--- src/rtl/crt_pkg.sv ---
package crt_pkg;
    typedef enum logic [1:0] {
        MD_OFF     = 2'd0,
        MD_RELOAD  = 2'd1,
        MD_CAPTURE = 2'd2,
        MD_BAUD    = 2'd3
    } crt_mode_e;

    typedef enum logic {
        DS_LOW  = 1'b0,
        DS_HIGH = 1'b1
    } crt_det_e;

    localparam logic [1:0] WA_COUNT  = 2'd0;
    localparam logic [1:0] WA_RELOAD = 2'd1;
    localparam logic [1:0] WA_CLEAR  = 2'd2;
endpackage

--- src/rtl/crt_mode_sel.sv ---
module crt_mode_sel
    import crt_pkg::*;
(
    input  logic      run,
    input  logic      cap_sel,
    input  logic      baud_rx,
    input  logic      baud_tx,
    output crt_mode_e mode
);
    always_comb begin
        if (!run) begin
            mode = MD_OFF;
        end else if (baud_rx || baud_tx) begin
            mode = MD_BAUD;
        end else if (cap_sel) begin
            mode = MD_CAPTURE;
        end else begin
            mode = MD_RELOAD;
        end
    end
endmodule

--- src/rtl/crt_edge_det.sv ---
module crt_edge_det
    import crt_pkg::*;
(
    input  logic clk,
    input  logic rst_n,
    input  logic stb,
    input  logic pin,
    output logic fall
);
    crt_det_e st_q, st_d;

    always_ff @(posedge clk or negedge rst_n) begin
        if (!rst_n) begin
            st_q <= DS_LOW;
        end else begin
            st_q <= st_d;
        end
    end

    always_comb begin
        st_d = st_q;
        fall = 1'b0;
        if (stb) begin
            unique case (st_q)
                DS_LOW: begin
                    if (pin) st_d = DS_HIGH;
                end
                DS_HIGH: begin
                    if (!pin) begin
                        st_d = DS_LOW;
                        fall = 1'b1;
                    end
                end
                default: st_d = DS_LOW;
            endcase
        end
    end

    AST_FALL_SPACED: assert property (@(posedge clk) disable iff (!rst_n)
        fall |=> !fall);
endmodule

--- src/rtl/crt_flag_reg.sv ---
module crt_flag_reg (
    input  logic clk,
    input  logic rst_n,
    input  logic set,
    input  logic clr,
    output logic q
);
    always_ff @(posedge clk or negedge rst_n) begin
        if (!rst_n) begin
            q <= 1'b0;
        end else if (set) begin
            q <= 1'b1;
        end else if (clr) begin
            q <= 1'b0;
        end
    end

    AST_SET_WINS: assert property (@(posedge clk) disable iff (!rst_n)
        set |=> q);
    AST_FLAG_STICKY: assert property (@(posedge clk) disable iff (!rst_n)
        (q && !clr) |=> q);
endmodule

--- src/rtl/cr_timer.sv ---
module cr_timer
    import crt_pkg::*;
#(
    parameter int W = 16
) (
    input  logic         clk,
    input  logic         rst_n,
    input  logic         cyc_stb,
    input  logic         cnt_pin,
    input  logic         trg_pin,
    input  logic         ctl_run,
    input  logic         ctl_cap_sel,
    input  logic         ctl_baud_rx,
    input  logic         ctl_baud_tx,
    input  logic         ctl_ext_en,
    input  logic         ctl_ext_cnt,
    input  logic         wr_en,
    input  logic [1:0]   wr_addr,
    input  logic [W-1:0] wr_data,
    output logic [W-1:0] count,
    output logic [W-1:0] reload,
    output logic         ovf_flag,
    output logic         ext_flag,
    output logic         irq,
    output logic         baud_tick
);
    localparam logic [W-1:0] MAXV = {W{1'b1}};
    localparam int NPIN = 2;
    localparam int NFLG = 2;

    crt_mode_e mode;
    logic [NPIN-1:0] pins, falls;
    logic [NFLG-1:0] fset, fclr, fq;
    logic cnt_fall, trg_fall;
    logic inc, wrap, trig;
    logic wr_cnt, wr_rld, wr_clr;
    logic [W-1:0] cnt_q, cnt_d, cap_q, cap_d;
    logic tick_q;

    crt_mode_sel u_mode (
        .run     (ctl_run),
        .cap_sel (ctl_cap_sel),
        .baud_rx (ctl_baud_rx),
        .baud_tx (ctl_baud_tx),
        .mode    (mode)
    );

    assign pins = {trg_pin, cnt_pin};

    for (genvar g = 0; g < NPIN; g++) begin : g_det
        crt_edge_det u_det (
            .clk   (clk),
            .rst_n (rst_n),
            .stb   (cyc_stb),
            .pin   (pins[g]),
            .fall  (falls[g])
        );
    end

    assign cnt_fall = falls[0];
    assign trg_fall = falls[1];

    assign wr_cnt = wr_en && (wr_addr == WA_COUNT);
    assign wr_rld = wr_en && (wr_addr == WA_RELOAD);
    assign wr_clr = wr_en && (wr_addr == WA_CLEAR);

    assign inc  = (mode != MD_OFF) && (ctl_ext_cnt ? cnt_fall : cyc_stb);
    assign wrap = inc && (cnt_q == MAXV) && !wr_cnt;
    assign trig = ctl_ext_en && trg_fall && (mode != MD_OFF);

    always_comb begin
        cnt_d = cnt_q;
        if (wr_cnt) begin
            cnt_d = wr_data;
        end else if (trig && mode == MD_RELOAD) begin
            cnt_d = cap_q;
        end else if (inc) begin
            if (cnt_q == MAXV && (mode == MD_RELOAD || mode == MD_BAUD)) begin
                cnt_d = cap_q;
            end else begin
                cnt_d = cnt_q + 1'b1;
            end
        end
    end

    always_comb begin
        cap_d = cap_q;
        if (wr_rld) begin
            cap_d = wr_data;
        end else if (trig && mode == MD_CAPTURE) begin
            cap_d = cnt_q;
        end
    end

    always_ff @(posedge clk or negedge rst_n) begin
        if (!rst_n) begin
            cnt_q  <= '0;
            cap_q  <= '0;
            tick_q <= 1'b0;
        end else begin
            cnt_q  <= cnt_d;
            cap_q  <= cap_d;
            tick_q <= wrap && (mode == MD_BAUD);
        end
    end

    assign fset[0] = wrap && (mode == MD_CAPTURE || (mode == MD_RELOAD && !trig));
    assign fset[1] = trig;
    assign fclr[0] = wr_clr && wr_data[0];
    assign fclr[1] = wr_clr && wr_data[1];

    for (genvar f = 0; f < NFLG; f++) begin : g_flag
        crt_flag_reg u_flag (
            .clk   (clk),
            .rst_n (rst_n),
            .set   (fset[f]),
            .clr   (fclr[f]),
            .q     (fq[f])
        );
    end

    assign count     = cnt_q;
    assign reload    = cap_q;
    assign ovf_flag  = fq[0];
    assign ext_flag  = fq[1];
    assign irq       = fq[0] | fq[1];
    assign baud_tick = tick_q;

    AST_OFF_HOLD: assert property (@(posedge clk) disable iff (!rst_n)
        (mode == MD_OFF && !wr_cnt) |=> $stable(cnt_q));
    AST_RELOAD_WRAP: assert property (@(posedge clk) disable iff (!rst_n)
        (mode == MD_RELOAD && wrap && !trig) |=> (cnt_q == $past(cap_q)) && fq[0]);
    AST_CAPTURE_WRAP: assert property (@(posedge clk) disable iff (!rst_n)
        (mode == MD_CAPTURE && wrap) |=> (cnt_q == '0) && fq[0]);
    AST_CAP_COPY: assert property (@(posedge clk) disable iff (!rst_n)
        (mode == MD_CAPTURE && trig && !wr_rld) |=> (cap_q == $past(cnt_q)) && fq[1]);
    AST_BAUD_NO_OVF: assert property (@(posedge clk) disable iff (!rst_n)
        (mode == MD_BAUD && !fq[0]) |=> !fq[0]);
    AST_TICK_BAUD: assert property (@(posedge clk) disable iff (!rst_n)
        tick_q |-> $past(mode == MD_BAUD));
endmodule

--- config.mk ---
export PLATFORM = sky130hd
export DESIGN_NAME = cr_timer
export DESIGN_NICKNAME = d
export VERILOG_FILES = /design/src/rtl/crt_pkg.sv /design/src/rtl/crt_mode_sel.sv /design/src/rtl/crt_edge_det.sv /design/src/rtl/crt_flag_reg.sv /design/src/rtl/cr_timer.sv
export SDC_FILE = /design/constraint.sdc
export NUM_CORES = 1
export LEC_CHECK = 0
export BUFFER_PORTS_ARGS = -buffer_cell sky130_fd_sc_hd__clkbuf_2
export CAP_MARGIN = 20
export CORE_ASPECT_RATIO = 0.7
export CORE_UTILIZATION = 45
export CTS_BUF_LIST = sky130_fd_sc_hd__clkbuf_8
export CTS_CLUSTER_SIZE = 12
export DETAILED_ROUTE_END_ITERATION = 6
export GPL_ROUTABILITY_DRIVEN = 0
export PLACE_DENSITY = 0.71
export SLEW_MARGIN = 10
export SYNTH_ARGS = -nofsm -noshare
export SYNTH_HDL_FRONTEND = slang
export SYNTH_HIERARCHICAL = 1
export SYNTH_SLANG_ARGS = --single-unit
--- constraint.sdc ---
create_clock -name clk -period 2.6 [get_ports clk]
set_input_delay 0.52 -clock clk [delete_from_list [all_inputs] [get_ports clk]]
set_output_delay 0.52 -clock clk [all_outputs]
set_load 0.05 [all_outputs]
=== Word level (Yosys, flattened, before mapping) ===
Cells that the tools add are included.

* Memory bits (writable): 0
* Memories kept: 0
* Latch bits: 0
* Bits of input ports: 30
* ROM bits: 0
* Bits in registers: 37

* Multipliers: 0
* Reductions and logical operators: 27
* Mux-type cells: 22
* Bitwise logic cells: 1
* Equal/unequal tests: 6
* Shifts and indexed selects: 0
* Div/mod/pow operators: 0
* Add/subtract/negate cells: 1
* Magnitude comparators: 0

{| class="wikitable"
|+ Operator list
! kind !! number
|-
| $mux 16 || 6
|-
| $add 16x1->16 const B || 1
|-
| $eq 16x16->1 const B || 1
|-
| $logic_and 1x1->1 || 16
|-
| $mux 1 || 13
|-
| $reduce_bool 2->1 || 4
|-
| $eq 2x2->1 const B || 3
|-
| $mux 2 || 3
|-
| $eq 2x1->1 const B || 2
|-
| $logic_or 1x1->1 || 3
|-
| $reduce_bool 3->1 || 1
|-
| $logic_not 1->1 || 2
|-
| $logic_not 2->1 || 1
|-
| $or 1x1->1 || 1
|}

=== Depth between registers and ports, before layout ===
Gate-level depths: netlist (run 1).

* Depth after elaboration: 10
* Depth in mapped cells: 8
* Mapped depth without buffers: 7

=== By module ===
Netlist (run 1), hierarchy kept.

{| class="wikitable"
|+ Modules (own cells, without submodules)
! module !! times used !! cells each !! area each (um^2)
|-
| cr_timer || 1 || 252 || 2,294.7
|-
| crt_edge_det || 2 || 3 || 50.0
|-
| crt_flag_reg || 2 || 3 || 36.3
|-
| crt_mode_sel || 1 || 3 || 20.0
|}

=== Worst setup path before layout (run 1) ===
No wires, ideal clock.

* Kind: input-to-reg
* Start point: input port ctl_baud_tx
* End point: register cnt_q[8], in the netlist count[8]
* Stages on the path: 7
* Setup slack: 0.404 ns
* Path buffers: 1
* Data arrival time: 2.066 ns
* Setup time: 0.130 ns
* Cells stage by stage: nor2_1 -> a21boi_0 -> nand4_1 -> or4_4 -> buf_6 -> a21oi_2 -> o31ai_2

* Cells in the longest elaborated chain, start to end: 10
* Elaborated cells on any way between the ends: 16
* Classes of those cells: eq/ne (2); mux (6); reduce/logical (8)

{| class="wikitable"
|+ RTL lines
! element !! RTL line !! text
|-
| start: declaration || cr_timer.sv:14 || <nowiki>input logic ctl_baud_tx,</nowiki>
|-
| $logic_or 1x1->1 * || crt_mode_sel.sv:13 || <nowiki>end else if (baud_rx || baud_tx) begin</nowiki>
|-
| $mux 2 * || crt_mode_sel.sv:13 ||
|-
| $mux 2 * || crt_mode_sel.sv:11 || <nowiki>if (!run) begin</nowiki>
|-
| via mode[0] || cr_timer.sv:31 || <nowiki>crt_mode_e mode;</nowiki>
|-
| $eq 2x1->1 / $eq 2x2->1 (equally long branches) || cr_timer.sv:75, cr_timer.sv:78 ||
|-
| $logic_or 1x1->1 || cr_timer.sv:78 || <nowiki>if (cnt_q == MAXV && (mode == MD_RELOAD || mode == MD_BAUD)) begin</nowiki>
|-
| $logic_and 1x1->1 || cr_timer.sv:78 ||
|-
| $mux 16 || cr_timer.sv:78 ||
|-
| $mux 16 || cr_timer.sv:77 || <nowiki>end else if (inc) begin</nowiki>
|-
| $mux 16 || cr_timer.sv:75 || <nowiki>end else if (trig && mode == MD_RELOAD) begin</nowiki>
|-
| $mux 16 || cr_timer.sv:73 || <nowiki>if (wr_cnt) begin</nowiki>
|-
| end signal: assignment || cr_timer.sv:101 || <nowiki>cnt_q <= cnt_d;</nowiki>
|-
| end: declaration || cr_timer.sv:37 || <nowiki>logic [W-1:0] cnt_q, cnt_d, cap_q, cap_d;</nowiki>
|}

The timed path passes the listed nets; every way through them passes the cells marked *. The select of a mux whose other input is x is not followed.
A chain may end at the register's enable or synchronous reset.

=== Worst setup path after layout (run 1) ===
* Start point: input port ctl_baud_tx
* End point: register cnt_q[5], in the netlist count[5]

The elaborated chain is that of the path after synthesis.

==> qor.csv, run 1 <==
stage;metric;value;unit
clock_tree;clockBufferDepth;2;
timing;fin_crit_sh;0.8781;
timing;hold_viol_final;0;
worst_setup_path;arrival;2.47;ns
clock_tree;cts.sinks;37;
timing;final.min_clock_period;2.283;ns
worst_setup_path;path_class;primary input to flop;
clock_tree;cts_tree;yes;
timing;finClkSkew;0.004077;ns
yosys;synth_enable_flop_cells;0;
yosys;ys_ff_latch;37;
yosys;synth_largest_area_cell;dfrtp_1;
timing;setup_violations;0;
clock_tree;cts_setup_buffers;0;
clock_tree;cts_buffers;5;
floorplanning;num_io_pins;66;
timing;worstMarginPinSlew;0.9291;ns
placed_design;port_buffers;65;
timing;rsz0062_at_grt;false;
timing;slew_viol_final;0;
clock_tree;clk_pin_slew_worst_paths;0.07;ns
worst_setup_path;end_kind;flop;
worst_setup_path;ff2ff_path_depth;5;
floorplanning;num_rows;22;
detailed_routing;route.detailed.wl_per_inst;16.61;µm
floorplanning;die_area;5834;µm²
worst_setup_path;start_kind;primary input;
floorplanning;initial_core_util;0.4706;
timing;max_freq;0.4380;GHz
timing;timing.hold.ws;0.3564;ns
job;cap_viol_max_count;0;
detailed_routing;viasPerCell;5.808;
yosys;synthesis.area;2487;µm²
floorplanning;core_area;5285;µm²
min_path;hp-class;primary input to asynchronous set/reset pin;
power;power_leakage;1.348;nW
yosys;async_flop_share;1.000;
floorplanning;die_y;64.21;µm
clock_tree;cts_hold_buf;0;
worst_setup_path;ff2ff_setup_slack;0.50;ns
yosys;syn-num-nets;298;
yosys;syn_avg_cell_area;9.316;µm²
yosys;yosysSeqAreaShare;0.3722;
yosys;synthTopCellsByArea;dfrtp_1, mux2i_1, a21oi_1;
yosys;netlist.area_leader.share;0.3722;
finish;nNetsFinal;358;
finish;drive_gt1_frac;0.3140;
worst_setup_path;r2r-end;count[5]$_DFFE_PN0P_;
detailed_routing;vias;2323;
worst_setup_path;crit_fanout;11;
worst_setup_path;cp_data_required_time;2.78;ns
placed_design;dp_hpwl;4531;µm
yosys;yosys_most_used_dff;dfrtp_1;
clock_tree;htree_num_levels;2;
finish;antennaDiodeCount;0;
power;ir_drop;477.9;µV
yosys;ys_warn_count;6;
yosys;syn-instance-count;267;
global_routing;grt_pass1_wl;11130;µm
worst_setup_path;rr_startpoint;g_det[0].u_det/st_q$_DFFE_PN0P_;
global_routing;grt_max_degree;38;
timing;tns;0;ns
timing;slew_headroom;0.3806;
detailed_routing;drt-initial-drc-count;187;
outcome;status;complete, no violations;
global_routing;grt-ovfl-total;0;
clock_tree;clock_latency;0.29;ns
global_routing;antenna_found_initial;0;
yosys;yosys.cell_count.top_type;dfrtp_1;
yosys;synth_common_cells;dfrtp_1, nor2_1, a21oi_1;
detailed_routing;routed_wl;6643;µm
floorplanning;die_w;90.86;µm
power;power_density;803.7;nW/µm²
clock_tree;root_buffer;clkbuf_8;
global_routing;grt_usage;0.2414;
clock_tree;ctsResizeCount;0;
finish;area_delta_synth_final;17.25;%
detailed_routing;antenna_left;0;
yosys;synth_cell_type_count;50;
detailed_routing;drc;0;
detailed_routing;drt_pass1_iterations;4;
finish;utilization;0.5518;
global_routing;grt_pass1_vias;2195;
-- cell families (layout without fill, tap and decap cells) --
| logic type | Yosys count | after routing | synth area share |
|---|---|---|---|
| and+or+nand+nor | 100 | 100 | 0.2394 |
| AOI/OAI and AO/OA | 81 | 81 | 0.2279 |
| DFF | 37 | 37 | 0.3722 |
| buffers and inverters | 25 | 86 | 0.06187 |
| muxes | 17 | 17 | 0.07243 |
| xor gates and xnor gates | 6 | 6 | 0.02113 |
| adders and majority gates | 1 | 1 | 0.005029 |
-- routing by layer --
metal	routed length, µm	part of all wire	vias up	global-route usage
li1	-	-	1135	-
met1	3365	0.51	1093	0.3638
met2	2793	0.42	86	0.3485
met3	401	0.060	9	0.04405
met4	82	0.012	0	0.07143
met5	0	0	-	0
-- critical path, stage by stage --
cell      delay [ns]
clkbuf_2        0.10
nor2_1          0.04
a21boi_0        0.16
buf_4           0.17
nor2_1          0.08
o21ai_0         0.54
nand2_1         0.47
o31ai_1         0.38
-- per-stage QoR --
step	area (µm²)	worst slack, ns	power (mW)	std cells
after CTS	2917	0.3415	2.350	400
after floorplan	2487	0.4037	1.713	267
after detailed placement	2836	0.05117	1.964	392
final	2917	0.3169	2.344	400
after global routing	2917	0.04459	2.471	400
after global placement	2836	0.2108	1.942	392
-- registers in the layout, indices dropped and copies added (netlist names) --
name,cells
reload,16
baud_tick,1
g_flag.u_flag/q,2
g_det.u_det/st_q,2
count,16
-- cells in the final DEF, fill, tap and decap left out, drive strengths merged --
cell,instances
a31oi,14
ha,1
or3,1
nand2b,2
a22oi,2
a21oi,30
o211ai,3
o21ai,3
o31a,5
o21a,5
nand2,8
and2,12
xor2,1
nor3,8
nor3b,2
inv,7
nor2,27
nand4b,2
or4,1
and3b,2
dfrtp,37
o31ai,11
a21boi,1
or2,1
o2111ai,3
a21o,2
xnor2,5
nor2b,1
nor4,17
buf,9
and3,2
mux2,2
o2bb2ai,2
nand3b,2
nand4,8
mux2i,15
clkbuf,70
nand3,4
-- worst max path at each step --
stage	from	end	slack, ns
after CTS	ctl_baud_tx	count[5]$_DFFE_PN0P_	0.34
after global placement	ctl_baud_tx	count[2]$_DFFE_PN0P_	0.21
after global routing	ctl_baud_tx	count[4]$_DFFE_PN0P_	0.04
after floorplan	ctl_baud_tx	count[8]$_DFFE_PN0P_	0.40
after detailed placement	ctl_baud_tx	count[4]$_DFFE_PN0P_	0.05
final	ctl_baud_tx	count[5]$_DFFE_PN0P_	0.32
-- final cells by class --
class	instances	area (µm²)
Multi-Input combinational cell	205	1413
Clock inverter	3	11.26
Tap cell	72	90.09
Fill cell	508	2369
Timing Repair Buffer	74	392.9
Sequential cell	37	925.9
Inverter	4	15.01
Clock buffer	5	68.82
-- where the power goes --
part	internal [mW]	switching [mW]
logic	0.300	0.742
registers	0.701	0.222
clock network	0.179	0.200
total	1.18	1.16
Note: power is estimated with default switching activity, not from simulation.
==> run 2: changes to the inputs <==
==> constraint.sdc (replaced) <==
create_clock -name clk -period 2.6 [get_ports clk]
set_input_delay 0.26 -clock clk [delete_from_list [all_inputs] [get_ports clk]]
set_output_delay 0.26 -clock clk [all_outputs]
set_load 0.05 [all_outputs]
==> run 2 against run 1 <==
Against the previous run:
- sequential cell count did not move
- hold slack worse by 0.24 ns
- non-clock buffer count rose by 2
- wire length down 4.4%
- fmax up 12%
- clock power up 8.4%
- worst setup slack improved by 0.25 ns
- combinational power hardly changed
- critical path type is now flop to flop
- largest power group unchanged
- highest routed layer unchanged
==> qor.csv, run 2 (synthesis results as in run 1) <==
stage;metric;value;unit;change
outcome;status;complete, no violations;;
min_path;hp-class;primary input to asynchronous set/reset pin;;
global_routing;grt_usage;0.2271;;-0.01436
floorplanning;die_w;90.86;µm;unchanged
worst_setup_path;r2r-end;count[12]$_DFFE_PN0P_;;
clock_tree;cts_buffers;5;;unchanged
timing;rsz0062_at_grt;false;;
floorplanning;die_area;5834;µm²;unchanged
floorplanning;num_rows;22;;unchanged
finish;utilization;0.5559;;+0.004024
detailed_routing;antenna_left;0;;unchanged
placed_design;dp_hpwl;4530;µm;about the same
timing;fin_crit_sh;0.7815;;-0.09663
detailed_routing;drc;0;;unchanged
detailed_routing;route.detailed.wl_per_inst;15.83;µm;-4.7%
detailed_routing;drt_pass1_iterations;4;;unchanged
finish;area_delta_synth_final;18.11;%;
timing;tns;0;ns;unchanged
worst_setup_path;end_kind;flop;;
placed_design;port_buffers;65;;unchanged
worst_setup_path;start_kind;flop;;
clock_tree;root_buffer;clkbuf_8;;
floorplanning;die_y;64.21;µm;unchanged
power;power_density;804.8;nW/µm²;+0.15%
job;cap_viol_max_count;0;;unchanged
detailed_routing;routed_wl;6349;µm;-4.4%
clock_tree;cts_tree;yes;;
clock_tree;clk_pin_slew_worst_paths;0.07;ns;about the same
worst_setup_path;cp-startpoint;count[0]$_DFFE_PN0P_;;
clock_tree;ctsResizeCount;0;;unchanged
detailed_routing;vias;2329;;+0.26%
clock_tree;cts.sinks;37;;unchanged
global_routing;antenna_found_initial;0;;unchanged
timing;slew_viol_final;0;;unchanged
finish;antennaDiodeCount;0;;unchanged
finish;layout.cells.most_common_list;clkbuf_2, dfrtp_1, nor2_1, a21oi_1, nor4_1;;
power;ir_drop;460.9;µV;-3.6%
worst_setup_path;crit_fanout;11;;unchanged
timing;finClkSkew;0.003498;ns;-0.0005787 ns
global_routing;grt_pass1_vias;2055;;-6.4%
worst_setup_path;cp_data_required_time;2.76;ns;-0.02 ns
clock_tree;cts_hold_buf;0;;unchanged
timing;max_freq;0.4922;GHz;+12%
worst_setup_path;ff2ff_path_depth;5;;unchanged
floorplanning;core_area;5285;µm²;unchanged
worst_setup_path;worst-path-buf-inv;0;;-2
worst_setup_path;cp_slowest_stage_delay;0.48;ns;-0.06 ns
timing;hold_viol_final;0;;unchanged
finish;nNetsFinal;360;;+0.56%
power;power_leakage;1.352;nW;+0.35%
timing;worstMarginPinSlew;0.9591;ns;+0.03007 ns
worst_setup_path;crit_path_top_delay_cell;dfrtp_1;;
clock_tree;clock_latency;0.29;ns;about the same
clock_tree;htree_num_levels;2;;unchanged
worst_setup_path;crit_chain;ha_1 > nand3_1 > o31a_2 > nor4_1 > o31ai_1;;
global_routing;grt_max_degree;38;;unchanged
worst_setup_path;cpLargestDelayFamily;simple AND/OR/NAND/NOR gates;;
worst_setup_path;rr_startpoint;count[0]$_DFFE_PN0P_;;
worst_setup_path;arrival;2.19;ns;-0.28 ns
timing;final.min_clock_period;2.032;ns;-0.2512 ns
global_routing;grt_pass1_wl;10410;µm;-6.4%
clock_tree;cts_setup_buffers;0;;unchanged
floorplanning;num_io_pins;66;;unchanged
clock_tree;clockBufferDepth;2;;unchanged
worst_setup_path;ff2ff_setup_slack;0.57;ns;+0.07 ns
finish;final_common_cell;clkbuf_2;;
worst_setup_path;path_class;flop to flop;;
finish;drive_gt1_frac;0.3222;;+0.008164
detailed_routing;drt-initial-drc-count;120;;-36%
timing;slew_headroom;0.3606;;-0.02005
global_routing;grt-ovfl-total;0;;unchanged
detailed_routing;viasPerCell;5.808;;about the same
floorplanning;initial_core_util;0.4706;;unchanged
timing;setup_violations;0;;unchanged
## run 2: cell types whose count changed in the layout (fill, tap and decap cells not counted)
cell and delta:
clkbuf_8 +1, buf_4 +2, inv_1 -2
## run 2: worst reg2reg max path: stages (launching register included)
cell	delay, ns
dfrtp_1	0.48
ha_1	0.26
nand3_1	0.35
o31a_2	0.45
nor4_1	0.26
o31ai_1	0.11
## run 2: worst max-delay path by stage
stage / to / slack (ns) / cells past startpoint
6_report: count[12]$_DFFE_PN0P_ / 0.57 / 5
5_1_grt: count[11]$_DFFE_PN0P_ / 0.43 / 6
4_1_cts: count[11]$_DFFE_PN0P_ / 0.58 / 5
3_5_place_dp: count[15]$_DFFE_PN0P_ / 0.56 / 7
3_3_place_gp: count[10]$_DFFE_PN0P_ / 0.60 / 9
2_1_floorplan: count[8]$_DFFE_PN0P_ / 0.49 / 6
## run 2: report_power, final
part	total, mW	switching, mW	internal, mW
Combinational	1.04	0.735	0.302
Clock	0.411	0.204	0.207
Sequential	0.916	0.214	0.701
## run 2: layout make-up
cell class              instances  area [µm²]
clock buffers                   6       82.58
repair buffers                 76       407.9
clock inverters                 1       3.754
fillers                       499        2347
flip-flops and latches         37       925.9
well taps                      72       90.09
multi-input cells             205        1413
inverters                       4       15.01
## run 2: per-layer routing
| layer | global-route usage | share of wire |
|---|---|---|
| met1 | 0.3468 | 0.51 |
| met3 | 0.04405 | 0.083 |
| met5 | 0 | 0 |
| met4 | 0.04762 | 0.0057 |
| met2 | 0.3295 | 0.40 |
## run 2: through the flow
| step | hold slack, ns | std cells | cell area [µm²] | total power, mW | setup slack, ns |
|---|---|---|---|---|---|
| 2_1_floorplan | -0.03559 | 267 | 2487 | 1.713 | 0.4905 |
| 3_3_place_gp | 0.4432 | 394 | 2851 | 1.939 | 0.5968 |
| 3_5_place_dp | 0.4526 | 394 | 2851 | 1.963 | 0.5591 |
| 4_1_cts | 0.1491 | 401 | 2938 | 2.373 | 0.5841 |
| 5_1_grt | 0.1785 | 401 | 2938 | 2.493 | 0.4326 |
| 6_report | 0.1132 | 401 | 2938 | 2.364 | 0.5681 |
==> run 3: changes to the inputs <==
==> constraint.sdc (replaced) <==
create_clock -name clk -period 1.9 [get_ports clk]
set_input_delay 0.19 -clock clk [delete_from_list [all_inputs] [get_ports clk]]
set_output_delay 0.19 -clock clk [all_outputs]
set_load 0.05 [all_outputs]
==> run 3 against run 2 <==
Against the previous run:
- non-clock buffer count grew 11
- utilization increased by 2.2 points
- worst setup slack worse by 0.44 ns
- fmax rose by 15%
- register-to-register slack lost 0.44 ns
- sequential power grew 41%
- sequential share of layout area fell by 0.56 points
- combinational power increased by 39%
- die area is the same
- total power rose by 38%
- hold slack improved by 0.034 ns
- largest cell class unchanged
- highest routed layer unchanged
==> qor.csv, run 3 (synthesis results as in run 1) <==
stage;metric;value;unit;change
worst_setup_path;rr_startpoint;count[0]$_DFFE_PN0P_;;
worst_setup_path;path_class;flop to flop;;
clock_tree;cts_tree;yes;;
finish;drive_gt1_frac;0.3923;;+0.07014
power;clock_power_share;0.158;;-0.016
timing;rsz0062_at_grt;false;;
worst_setup_path;crit_path_top_delay_cell;or4_4;;
power;ir_drop;593.3;µV;+29%
timing;tns;0;ns;unchanged
worst_setup_path;cpLargestDelayFamily;simple AND/OR/NAND/NOR gates;;
detailed_routing;drt-initial-drc-count;170;;+42%
floorplanning;die_area;5834;µm²;unchanged
detailed_routing;routed_wl;6608;µm;+4.1%
worst_setup_path;cp_slowest_stage_delay;0.58;ns;+0.10 ns
floorplanning;die_y;64.21;µm;unchanged
floorplanning;initial_core_util;0.4706;;unchanged
worst_setup_path;cp-startpoint;count[0]$_DFFE_PN0P_;;
clock_tree;htree_num_levels;2;;unchanged
finish;nNetsFinal;371;;+3.1%
timing;fin_crit_sh;0.9335;;+0.1521
worst_setup_path;start_kind;flop;;
finish;fin_cells;411;;+2.5%
detailed_routing;drt_pass1_iterations;5;;+1
min_path;hp-class;primary input to flop;;
finish;utilization;0.5781;;+0.02225
min_path;hp-start;wr_data[7];;
outcome;status;complete, no violations;;
power;power_density;1066;nW/µm²;+32%
floorplanning;num_rows;22;;unchanged
timing;setup_violations;0;;unchanged
global_routing;grt_pass1_wl;11070;µm;+6.4%
placed_design;port_buffers;65;;unchanged
timing;slew_viol_final;0;;unchanged
global_routing;antenna_found_initial;0;;unchanged
finish;antennaDiodeCount;0;;unchanged
clock_tree;cts_buffers;5;;unchanged
power;swShare;0.4875;;-0.0006632
power;power_frac_comb;0.446;;+0.007
detailed_routing;vias;2417;;+3.8%
timing;timing.hold.ws;0.1471;ns;+0.03394 ns
clock_tree;clock_latency;0.29;ns;about the same
timing;hold_viol_final;0;;unchanged
clock_tree;cts.sinks;37;;unchanged
floorplanning;num_io_pins;66;;unchanged
placed_design;dpl.cell_count;404;;+2.5%
placed_design;dp_hpwl;4630;µm;+2.2%
timing;finClkSkew;0.007392;ns;+0.003894 ns
detailed_routing;route.detailed.wl_per_inst;16.08;µm;+1.5%
global_routing;grt-ovfl-total;0;;unchanged
worst_setup_path;end_kind;flop;;
finish;final_common_cell;clkbuf_2;;
power;internal_power;1.670;mW;+38%
global_routing;grt_max_degree;38;;unchanged
finish;layout.cells.most_common_list;clkbuf_2, nor2_1, a21oi_1, dfrtp_1, buf_4;;
worst_setup_path;arrival;1.94;ns;-0.25 ns
clock_tree;ctsResizeCount;0;;unchanged
global_routing;grt_usage;0.2423;;+0.01527
timing;max_freq;0.5638;GHz;+15%
global_routing;grt_pass1_vias;2244;;+9.2%
worst_setup_path;crit_fanout;13;;+2
floorplanning;die_w;90.86;µm;unchanged
detailed_routing;drc;0;;unchanged
clock_tree;clk_pin_slew_worst_paths;0.07;ns;about the same
clock_tree;clockBufferDepth;2;;unchanged
finish;area_delta_synth_final;22.84;%;
timing;slew_headroom;0.6794;;+0.3188
floorplanning;core_area;5285;µm²;unchanged
clock_tree;root_buffer;clkbuf_8;;
worst_setup_path;worst-path-buf-inv;0;;unchanged
power;p_switching;1.588;mW;+38%
job;cap_viol_max_count;0;;unchanged
timing;worstMarginPinSlew;0.4810;ns;-0.4782 ns
worst_setup_path;crit_chain;ha_4 > nand4_1 > or4_4 > nand4_1 > o211ai_1;;
worst_setup_path;cp_data_required_time;2.06;ns;-0.70 ns
power;power_leakage;1.380;nW;+2.0%
power;p_seq_frac;0.395;;+0.008
worst_setup_path;path_common_cell;nand4_1;;
detailed_routing;antenna_left;0;;unchanged
clock_tree;cts_setup_buffers;0;;unchanged
detailed_routing;viasPerCell;5.881;;+1.3%
timing;final.min_clock_period;1.774;ns;-0.2581 ns
[run 3: final cells by class]
cell class | count | area, µm²
clock buffers | 5 | 68.82
clock inverters | 1 | 5.005
fillers | 488 | 2230
inverters | 4 | 15.01
multi-input cells | 205 | 1425
flip-flops and latches | 37 | 945.9
well taps | 72 | 90.09
repair buffers | 87 | 505.5
[run 3: worst paths after layout]
check | end | slack [ns] | cells past startpoint
min | reload[7]$_DFFE_PN0P_ | 0.15 | 3
max | count[13]$_DFFE_PN0P_ | 0.13 | 5
min reg2reg | g_flag[0].u_flag/q$_DFFE_PN0P_ | 0.50 | 1
max reg2reg | count[13]$_DFFE_PN0P_ | 0.13 | 5
max in group asynchronous | count[8]$_DFFE_PN0P_ | 1.05 | 3
min in group asynchronous | reload[2]$_DFFE_PN0P_ | 0.49 | 3
[run 3: routing by layer]
layer	vias up	GRT usage	wire length [µm]
li1	1157	-	-
met4	0	0.07738	59
met5	-	0	0
met3	6	0.05238	417
met2	84	0.3636	2831
met1	1170	0.3470	3300
[run 3: tightest hold or removal path, delay by kind of cell]
family                 cells  cell delay, ns
buffers and inverters      1            0.09
AND/OR/NAND/NOR            1            0.09
AO/OA/AOI/OAI              1            0.04
[run 3: repair_timing]
action                                  4_1_cts  5_1_grt
endpoints found under the setup margin        0        0
hold buffers                                  1        0
hold endpoints to repair                     37        0
[run 3: metrics by stage]
stage / setup slack, ns / instance area [µm²] / total power [mW]
after global routing: 0.04549 / 3055 / 3.439
after detailed placement: 0.09967 / 2972 / 2.753
after global placement: 0.1250 / 2972 / 2.728
after CTS: 0.1439 / 3055 / 3.269
final: 0.1263 / 3055 / 3.258
after floorplan: 0.008691 / 2520 / 2.379
[run 3: power groups by stage]
stage	combinational [mW]	clock (mW)	sequential, mW
finish	1.45	0.516	1.29
CTS	1.46	0.524	1.29
floorplan	0.572	0	1.81
global route	1.56	0.558	1.32
detailed placement	1.45	0	1.30
global placement	1.44	0	1.29
